File: src/rtl/ipi_disp_pkg.sv
// Package: shared constants, field positions and enumerations for the
// inter-core send command dispatcher.
package ipi_disp_pkg;
    localparam int CMD_W     = 64;
    localparam int WORD_W    = 32;
    localparam int BYTES     = WORD_W / 8;
    localparam int CORE_W    = 10;
    localparam int CORE_LSB  = 16;
    localparam int KEEP_LSB  = 27;
    localparam int NEW_LSB   = 32;
    localparam int TADDR_W   = 16;
    localparam int VEC_W     = 5;
    localparam int SLOT_LSB  = 2;
    localparam int SLOT_W    = 3;

    localparam logic [TADDR_W-1:0] MBOX_BASE = 16'h0020;

    localparam int OFF_IRQ  = 'h040;
    localparam int OFF_MBOX = 'h108;
    localparam int OFF_REG  = 'h110;

    typedef enum logic [1:0] {
        K_NONE,
        K_IRQ,
        K_MBOX,
        K_REG
    } cmd_kind_t;

    typedef enum logic [1:0] {
        S_IDLE,
        S_READ,
        S_WAIT,
        S_WRITE
    } seq_state_t;
endpackage

File: src/rtl/ipi_cmd_decode.sv
// Module: ipi_cmd_decode
// Purely combinational decode of one command write into its kind, target
// core, target address, byte-preserve mask, replacement word and status set
// mask. It assumes the offset is already local to the command window.
// Width mismatches make a command unrecognised (K_NONE).
module ipi_cmd_decode
    import ipi_disp_pkg::*;
#(
    parameter int NUM_CORES = 4,
    parameter int OFFS_W    = 9
) (
    input  logic                 cmd_is64,
    input  logic [OFFS_W-1:0]    cmd_offset,
    input  logic [CMD_W-1:0]     cmd_data,
    output cmd_kind_t            kind,
    output logic [CORE_W-1:0]    core_id,
    output logic                 core_ok,
    output logic [TADDR_W-1:0]   taddr,
    output logic [BYTES-1:0]     keep,
    output logic [WORD_W-1:0]    new_word,
    output logic [WORD_W-1:0]    vec_mask
);
    localparam logic [OFFS_W-1:0] O_IRQ  = OFFS_W'(OFF_IRQ);
    localparam logic [OFFS_W-1:0] O_MBOX = OFFS_W'(OFF_MBOX);
    localparam logic [OFFS_W-1:0] O_REG  = OFFS_W'(OFF_REG);

    logic [TADDR_W-1:0] mbox_addr;
    logic [VEC_W-1:0]   vec;
    logic               unused_bits;

    // Bits that carry no meaning for any command kind.
    assign unused_bits = ^{cmd_data[KEEP_LSB+BYTES], cmd_data[KEEP_LSB-1]};

    // Field extraction shared by every kind.
    assign core_id  = cmd_data[CORE_LSB +: CORE_W];
    assign core_ok  = 32'(core_id) < NUM_CORES;
    assign keep     = cmd_data[KEEP_LSB +: BYTES];
    assign new_word = cmd_data[NEW_LSB +: WORD_W];
    assign vec      = cmd_data[VEC_W-1:0];
    assign vec_mask = WORD_W'(1) << vec;

    // Mailbox slot selects one of eight words above the mailbox base.
    assign mbox_addr = MBOX_BASE
                     + {{(TADDR_W-SLOT_W-SLOT_LSB){1'b0}},
                        cmd_data[SLOT_LSB +: SLOT_W], {SLOT_LSB{1'b0}}};

    // Kind selection from offset and access width.
    always_comb begin
        kind = K_NONE;
        if (cmd_offset == O_IRQ && !cmd_is64)      kind = K_IRQ;
        else if (cmd_offset == O_MBOX && cmd_is64) kind = K_MBOX;
        else if (cmd_offset == O_REG && cmd_is64)  kind = K_REG;
    end

    // Target address: mailbox word or raw register address.
    always_comb begin
        taddr = cmd_data[TADDR_W-1:0];
        if (kind == K_MBOX) taddr = mbox_addr;
    end
endmodule

File: src/rtl/ipi_byte_merge.sv
// Module: ipi_byte_merge
// Combinational per-byte select between an old word and a new word. A set
// keep bit preserves the old byte; a clear one takes the new byte.
module ipi_byte_merge #(
    parameter int BYTES = 4
) (
    input  logic [BYTES-1:0]   keep,
    input  logic [8*BYTES-1:0] old_word,
    input  logic [8*BYTES-1:0] new_word,
    output logic [8*BYTES-1:0] merged
);
    // One byte lane per keep bit.
    for (genvar b = 0; b < BYTES; b++) begin : g_lane
        assign merged[8*b +: 8] = keep[b] ? old_word[8*b +: 8]
                                          : new_word[8*b +: 8];
    end
endmodule

File: src/rtl/ipi_seq_fsm.sv
// Module: ipi_seq_fsm
// Store sequencer. It leaves IDLE on a store start, issues a one-cycle read
// when a merge is needed, waits for read data, and then issues a one-cycle
// write. It assumes that exactly one read response arrives per read request.
module ipi_seq_fsm
    import ipi_disp_pkg::*;
(
    input  logic clk,
    input  logic rst_n,
    input  logic start,
    input  logic need_read,
    input  logic rd_valid,
    output logic busy,
    output logic rd_req,
    output logic wr_en,
    output logic capture
);
    seq_state_t state;

    // State register with synchronous active-low reset.
    always_ff @(posedge clk) begin
        if (!rst_n) begin
            state <= S_IDLE;
        end else begin
            unique case (state)
                S_IDLE:  if (start) state <= need_read ? S_READ : S_WRITE;
                S_READ:  state <= S_WAIT;
                S_WAIT:  if (rd_valid) state <= S_WRITE;
                S_WRITE: state <= S_IDLE;
                default: state <= S_IDLE;
            endcase
        end
    end

    // Strobes decoded from the current state.
    assign busy    = state != S_IDLE;
    assign rd_req  = state == S_READ;
    assign wr_en   = state == S_WRITE;
    assign capture = (state == S_WAIT) && rd_valid;
endmodule

File: src/rtl/ipi_send_dispatch.sv
// Module: ipi_send_dispatch (top)
// Accepts command writes while idle, decodes them, and drives one shared
// target port. Interrupt sends and decode errors are one-cycle pulses in
// the cycle after acceptance. Stores go through the sequencer. Commands seen
// while busy are dropped. The surrounding logic routes the target port to
// the bank of tgt_core.
module ipi_send_dispatch
    import ipi_disp_pkg::*;
#(
    parameter int NUM_CORES = 4,
    parameter int OFFS_W    = 9
) (
    input  logic                 clk,
    input  logic                 rst_n,
    input  logic                 cmd_valid,
    input  logic                 cmd_is64,
    input  logic [OFFS_W-1:0]    cmd_offset,
    input  logic [CMD_W-1:0]     cmd_data,
    output logic                 busy,
    output logic                 decode_err,
    output logic [CORE_W-1:0]    tgt_core,
    output logic [TADDR_W-1:0]   tgt_addr,
    output logic                 tgt_set_en,
    output logic [WORD_W-1:0]    tgt_set_mask,
    output logic                 tgt_rd_req,
    input  logic                 tgt_rd_valid,
    input  logic [WORD_W-1:0]    tgt_rd_data,
    output logic                 tgt_wr_en,
    output logic [WORD_W-1:0]    tgt_wr_data
);
    cmd_kind_t            d_kind;
    logic [CORE_W-1:0]    d_core;
    logic                 d_core_ok;
    logic [TADDR_W-1:0]   d_addr;
    logic [BYTES-1:0]     d_keep;
    logic [WORD_W-1:0]    d_new;
    logic [WORD_W-1:0]    d_vec_mask;

    logic                 accept;
    logic                 start_store;
    logic                 capture;
    logic [BYTES-1:0]     keep_q;
    logic [WORD_W-1:0]    data_q;
    logic [WORD_W-1:0]    merged;

    ipi_cmd_decode #(
        .NUM_CORES (NUM_CORES),
        .OFFS_W    (OFFS_W)
    ) dec_i (
        .cmd_is64   (cmd_is64),
        .cmd_offset (cmd_offset),
        .cmd_data   (cmd_data),
        .kind       (d_kind),
        .core_id    (d_core),
        .core_ok    (d_core_ok),
        .taddr      (d_addr),
        .keep       (d_keep),
        .new_word   (d_new),
        .vec_mask   (d_vec_mask)
    );

    // A command is taken only while idle and only if its kind is recognised.
    assign accept      = cmd_valid && !busy && (d_kind != K_NONE);
    assign start_store = accept && d_core_ok && (d_kind != K_IRQ);

    ipi_seq_fsm seq_i (
        .clk       (clk),
        .rst_n     (rst_n),
        .start     (start_store),
        .need_read (|d_keep),
        .rd_valid  (tgt_rd_valid),
        .busy      (busy),
        .rd_req    (tgt_rd_req),
        .wr_en     (tgt_wr_en),
        .capture   (capture)
    );

    ipi_byte_merge #(
        .BYTES (BYTES)
    ) mrg_i (
        .keep     (keep_q),
        .old_word (tgt_rd_data),
        .new_word (data_q),
        .merged   (merged)
    );

    // One-cycle pulses for interrupt sends and unknown targets.
    always_ff @(posedge clk) begin
        if (!rst_n) begin
            decode_err <= 1'b0;
            tgt_set_en <= 1'b0;
        end else begin
            decode_err <= accept && !d_core_ok;
            tgt_set_en <= accept && d_core_ok && (d_kind == K_IRQ);
        end
    end

    // Latch the decoded fields of an accepted command.
    always_ff @(posedge clk) begin
        if (!rst_n) begin
            tgt_core     <= '0;
            tgt_addr     <= '0;
            tgt_set_mask <= '0;
            keep_q       <= '0;
        end else if (accept) begin
            tgt_core     <= d_core;
            tgt_addr     <= d_addr;
            tgt_set_mask <= d_vec_mask;
            keep_q       <= d_keep;
        end
    end

    // Write word: the new word on accept, replaced by the merge on read data.
    always_ff @(posedge clk) begin
        if (!rst_n)       data_q <= '0;
        else if (accept)  data_q <= d_new;
        else if (capture) data_q <= merged;
    end

    assign tgt_wr_data = data_q;
endmodule

File: config.mk
export PLATFORM = sky130hd
export DESIGN_NAME = ipi_send_dispatch
export DESIGN_NICKNAME = d
export VERILOG_FILES = /design/src/rtl/ipi_disp_pkg.sv /design/src/rtl/ipi_cmd_decode.sv /design/src/rtl/ipi_byte_merge.sv /design/src/rtl/ipi_seq_fsm.sv /design/src/rtl/ipi_send_dispatch.sv
export SDC_FILE = /design/constraint.sdc
export NUM_CORES = 1
export LEC_CHECK = 0
export ABC_CLOCK_PERIOD_IN_PS = 5350
export BUFFER_PORTS_ARGS = -buffer_cell sky130_fd_sc_hd__buf_2
export CAP_MARGIN = 20
export CORE_MARGIN = 1.5
export CORE_UTILIZATION = 51
export DETAILED_ROUTE_END_ITERATION = 8
export GPL_TIMING_DRIVEN = 0
export PLACE_DENSITY = 0.95
export SLEW_MARGIN = 5
export SYNTH_ARGS = -nofsm -noshare
export SYNTH_HDL_FRONTEND = slang
export SYNTH_SLANG_ARGS = --single-unit
File: constraint.sdc
create_clock -name clk -period 5.35 [get_ports clk]
set_clock_uncertainty 0.1 [all_clocks]
set_input_delay 0.2675 -clock clk [delete_from_list [all_inputs] [get_ports clk]]
set_output_delay 0.2675 -clock clk [all_outputs]
set_load 0.03 [all_outputs]
Yosys cells after proc, flatten, opt, wreduce, memory -nomap -nowiden

Index checks and enable logic that the tools add are counted.
Widths: inputs -> output; s select.

Register bits after elaboration: 98
Input bits: 110
Output and inout bits: 95
Word-level logic and storage cells: 66

Add/subtract/negate cells: 1
Magnitude comparators: 1
Equal/unequal tests: 11
Shift-type cells: 1
Muxes and demuxes: 14
Reductions and logical operators: 27

Operator list:

| operator             | number |
|---|---|
| $mux 32              | 2 |
| $mux 8               | 4 |
| $shl 1x5->32 const A | 1 |
| $eq 9x9->1 const B   | 2 |
| $mux 16              | 1 |
| $reduce_bool 2->1    | 7 |
| $mux 2               | 6 |
| $logic_and 1x1->1    | 10 |
| $lt 10x3->1 const B  | 1 |
| $reduce_and 2->1     | 5 |
| $eq 9x7->1 const B   | 1 |
| $pmux 2 s4           | 1 |
| $add 6x5->7 const A  | 1 |
| $eq 2x2->1 const B   | 3 |
| $eq 2x1->1 const B   | 2 |
| $ne 2x1->1 const B   | 2 |
| $reduce_or 4->1      | 1 |
| $logic_not 1->1      | 3 |
| $logic_not 2->1      | 1 |
| $ne 2x2->1 const B   | 1 |

Depth between registers and ports, before layout

Word-level depth: 11
Mapped depth: 9

Hierarchy

Synthesis repeated with hierarchy kept, for this count alone.

Cells, all modules: 634
Area total of the unflattened synthesis: 5719.2 um^2

By module, submodules not included:

| module            | instances | cells each | area each (um^2) | seq. area each (um^2) |
|---|---|---|---|---|
| ipi_send_dispatch | 1         | 443        | 4181.5           | 1921.8 |
| ipi_cmd_decode    | 1         | 136        | 835.8            | 0.0 |
| ipi_byte_merge    | 1         | 36         | 525.5            | 0.0 |
| ipi_seq_fsm       | 1         | 19         | 176.4            | 40.0 |

Least setup slack after synthesis

No wires, ideal clock.

Kind: reg-to-reg
Start: register seq_i.state[0]
End: register tgt_set_mask[24]
Data arrival time: 2015 ps
Setup slack: 3165 ps
Stages on the path, launching flop included: 9
Path buffers: 2
Clock period less this slack: 2185 ps
Cells stage by stage: dfxtp_1 inv_1 ha_1 inv_1 or3_1 buf_2 buf_6 or4_1 a21oi_1

Cells in the longest elaborated chain, start to end: 4

Ends and longest elaborated chain:

| what                            | line                     | source |
|---|---|---|
| start: declaration              | ipi_seq_fsm.sv:18        | `seq_state_t state;` |
| start signal: assignment        | ipi_seq_fsm.sv:26        | `S_IDLE: if (start) state <= need_read ? S_READ : S_WRITE;` |
| $reduce_bool 2->1               | ipi_seq_fsm.sv:36        | `assign busy = state != S_IDLE;` |
| via busy                        | ipi_send_dispatch.sv:19  | `output logic busy,` |
| $logic_not 1->1                 | ipi_send_dispatch.sv:63  | `assign accept = cmd_valid && !busy && (d_kind != K_NONE);` |
| $logic_and 1x1->1 (2 in series) | ipi_send_dispatch.sv:63  |  |
| end signal: assignment          | ipi_send_dispatch.sv:108 | `tgt_set_mask <= d_vec_mask;` |
| end: declaration                | ipi_send_dispatch.sv:24  | `output logic [WORD_W-1:0] tgt_set_mask,` |

The timed path passes the listed nets, and every way through them passes these cells.
A chain may end at the register's enable or synchronous reset.

Final worst setup path

Start: register seq_i.state[0]
End: register tgt_addr[3]

Cells in the longest elaborated chain, start to end: 4

Ends and longest elaborated chain:

| what                            | line                     | source |
|---|---|---|
| $reduce_bool 2->1               | ipi_seq_fsm.sv:36        |  |
| $logic_not 1->1                 | ipi_send_dispatch.sv:63  |  |
| $logic_and 1x1->1 (2 in series) | ipi_send_dispatch.sv:63  |  |
| end signal: assignment          | ipi_send_dispatch.sv:107 | `tgt_addr <= d_addr;` |
| end: declaration                | ipi_send_dispatch.sv:22  | `output logic [TADDR_W-1:0] tgt_addr,` |

No other way between the ends.

==> impl_metrics.csv <==
group,metric,value,unit
worst_hold_path,hp-class,"in -> reg",
routing,wirelength,14300,um
routing,drtPass1Iterations,6,
timing,fin_crit_sh,48.9,%
power,p_comb_share,8.1,%
cts,ctsRootBufferMaster,"clkbuf_8",
global_route,grt_pass1_vias,4990,
power,p_sw,347,uW
timing,worst_slew_pin_slew,0.654,ns
timing,hold_slack,0.0259,ns
worst_setup_path,path_class,"reg -> reg",
timing,slew_viol_final,0,
place,port_buffers,200,
power,vdd_drop_max,163,uV
synth,netlist_area,0.00448,mm2
status,status,"completed",
timing,period_needed,2.61,ns
floorplan,rows,34,
cts,path_clk_slew,0.10,ns
power,p_int,993,uW
power,power_frac_clock,37.4,%
timing,slew_headroom,56.0,%
routing,wl_per_cell,17.3,um
final_layout,drive_gt1_share,32.1,%
floorplan,fp.dieH,96.7,um
floorplan,initial_core_util,51.9,%
cts,clk_latency,0.36,ns
synth,synthDistinctLibCells,37,
routing,first_iter_violations,331,
floorplan,dieWidth,96.7,um
routing,vias,5021,
cts,postCtsHoldBufs,0,
power,p_per_area,230,mW/mm2
run,maxCapViolations,0,
worst_setup_path,critPathArrivalTime,2.81,ns
worst_setup_path,start_kind,"register",
worst_setup_path,cp_max_fo,10,
power,p_leak,0.00289,uW
synth,yosysWarnings,0,
timing,max_freq,383,MHz
synth,yosys_register_bits,98,
cts,clock-sinks,98,
cts,cts_tree,"yes",
timing,rsz0062_at_grt,"no",
cts,cts_buffers,9,
synth,seq_area_frac_synth,43.8,%
routing,drc_errors,0,
final_layout,nets,829,
floorplan,io_pins,205,
global_route,grt_max_degree,18,
final_layout,final_util,67.3,%
synth,syn_area_per_cell,8.91,um2
worst_setup_path,cp.required,5.54,ns
place,gp_congestion,0.941,
global_route,grt_remaining_overflow,0,
floorplan,core-area,0.00864,mm2
cts,post_cts_buffers,0,
power,seq_power_share,54.5,%
power,switching_share,25.9,%
final_layout,areaGrowthSynthToFinish,29.8,%
global_route,antenna_found_initial,0,
timing,hold_viol,0,
cts,clockBufferDepth,2,
routing,ant_nets,0,
cts,cts.repair.resized,0,
synth,syn_inst,503,
global_route,grt_pass1_wl,23200,um
routing,routed_via_density,6.07,
timing,fin_tns_setup,0,ns
timing,final-setup-viol-count,0,
floorplan,die_area,0.00936,mm2
global_route,grt_usage,30.1,%
worst_setup_path,cp-end-kind,"register",
cts,htreeDepth,3,
final_layout,diodes,0,
place,place_hpwl,10700,um
synth,synth_fp_nets,618,
[critical path: stages, from the launching register on]
cell      delay, ns
dfxtp_1        0.39
inv_1          0.10
ha_1           0.22
inv_1          0.10
or3_1          0.11
buf_2          0.22
clkbuf_1       0.54
clkbuf_1       0.42
o21ai_1        0.15
a21oi_1        0.18
[cells in the final DEF (no fill, tap or decap), types with 2 or more instances in the layout]
master    synthesis  layout
nand2_1           7       7
buf_1             4       4
nor4_1            5       5
buf_6             5       5
mux2i_1          33      33
nand4_1          13      13
or3b_2            3       3
or4_1            25      25
nor2_1            2       2
buf_2             1     201
a21oi_1          62      62
clkbuf_8          0       9
o21ai_0          64      64
inv_6             0       3
o21ai_1          30      30
nand3_1          31      31
ha_1              5       5
nor3_1            9       9
or3_1             2       2
o211a_1          32      32
inv_1             5       5
clkinv_2          0       2
nand3b_1          4       4
clkbuf_1         43      43
nand2b_1          6       6
dfxtp_1          98      98
[cells by family (layout without fill, tap and decap cells)]
| group | count (synthesis) | in the layout | share of synthesized area (%) |
|---|---|---|---|
| DFF | 98 | 98 | 43.8 |
| adders and majority gates | 5 | 5 | 1.40 |
| muxes | 34 | 34 | 7.62 |
| xor gates and xnor gates | 1 | 1 | 0.195 |
| buffers and inverters | 60 | 276 | 6.14 |
| and+or+nand+nor | 112 | 112 | 15.4 |
| AOI/OAI and AO/OA | 193 | 193 | 25.5 |
[registers in the layout (all words and copies together) (netlist names)]
| signal | flops |
|---|---|
| tgt_set_mask | 32 |
| decode_err | 1 |
| tgt_set_en | 1 |
| tgt_wr_data | 32 |
| tgt_addr | 16 |
| keep_q | 4 |
| seq_i.state | 2 |
| tgt_core | 10 |
[final timing paths]
path         slack [ns]  depth (start not counted)        startpoint                to
max                2.74                          9    seq_i.state[0]       tgt_addr[3]
min                0.03                          2      cmd_data[57]   tgt_wr_data[25]
max reg2reg        2.74                          9    seq_i.state[0]       tgt_addr[3]
min reg2reg        0.38                          2  tgt_set_mask[16]  tgt_set_mask[16]
[per-stage QoR]
step,worst slack [ns],total power [uW],cell area (um2),std cells
after floorplan,3.16,793,4480,503
after global placement,2.80,848,5620,811
after detailed placement,2.75,853,5620,811
after CTS,2.79,1340,5820,827
after global routing,2.49,1380,5820,827
final,2.74,1340,5820,827
[power groups by stage]
stage          clock network (uW)  logic [uW]  registers, uW
4_1_cts                       500         106            730
3_5_place_dp                    0         106            747
6_report                      501         109            730
2_1_floorplan                   0        44.5            748
5_1_grt                       532         117            730
3_3_place_gp                    0         101            747
[layer usage]
layer | vias to the layer above | GRT usage, % | part of all wire (%)
li1 | 2311 | - | -
met1 | 2356 | 34.9 | 37
met2 | 306 | 53.1 | 51
met3 | 48 | 5.64 | 8.5
met4 | 0 | 14.3 | 3.4
met5 | - | 0 | 0
[cell type report]
| cell class | count | area, um2 |
|---|---|---|
| clock inverter | 7 | 73.8 |
| sequential | 98 | 1960 |
| clock buffer | 9 | 124 |
| fill | 711 | 2820 |
| tap | 108 | 135 |
| timing repair buffer | 200 | 1000 |
| inverter | 6 | 22.5 |
| multi-input combinational | 345 | 2240 |
| buffer | 54 | 253 |
[cell usage after synthesis, drive strengths merged]
| library cell | n | area (um2) |
|---|---|---|
| nand4 | 13 | 81.3 |
| o221a | 1 | 11.3 |
| a311oi | 1 | 8.76 |
| nand2b | 6 | 37.5 |
| or3b | 3 | 26.3 |
| mux2i | 33 | 330 |
| nor4 | 5 | 31.3 |
| nand3 | 31 | 155 |
| o211a | 32 | 320 |
| o22ai | 1 | 6.26 |
| nand3b | 4 | 30.0 |
| o21a | 1 | 7.51 |
| a21oi | 62 | 310 |
| buf | 11 | 91.3 |
| or2 | 1 | 6.26 |
| dfxtp | 98 | 1960 |
| nand2 | 7 | 26.3 |
| or3 | 2 | 12.5 |
| ha | 5 | 62.6 |
| or4 | 26 | 199 |
| nor3 | 9 | 45.0 |
| xnor2 | 1 | 8.76 |
| nor2 | 2 | 7.51 |
| o22a | 1 | 8.76 |
| clkbuf | 43 | 161 |
| or4b | 2 | 23.8 |
| inv | 6 | 22.5 |
| and3 | 1 | 6.26 |
| o21ai | 94 | 470 |
| mux2 | 1 | 11.3 |
No activity file was read; power rests on OpenSTA's default activity.
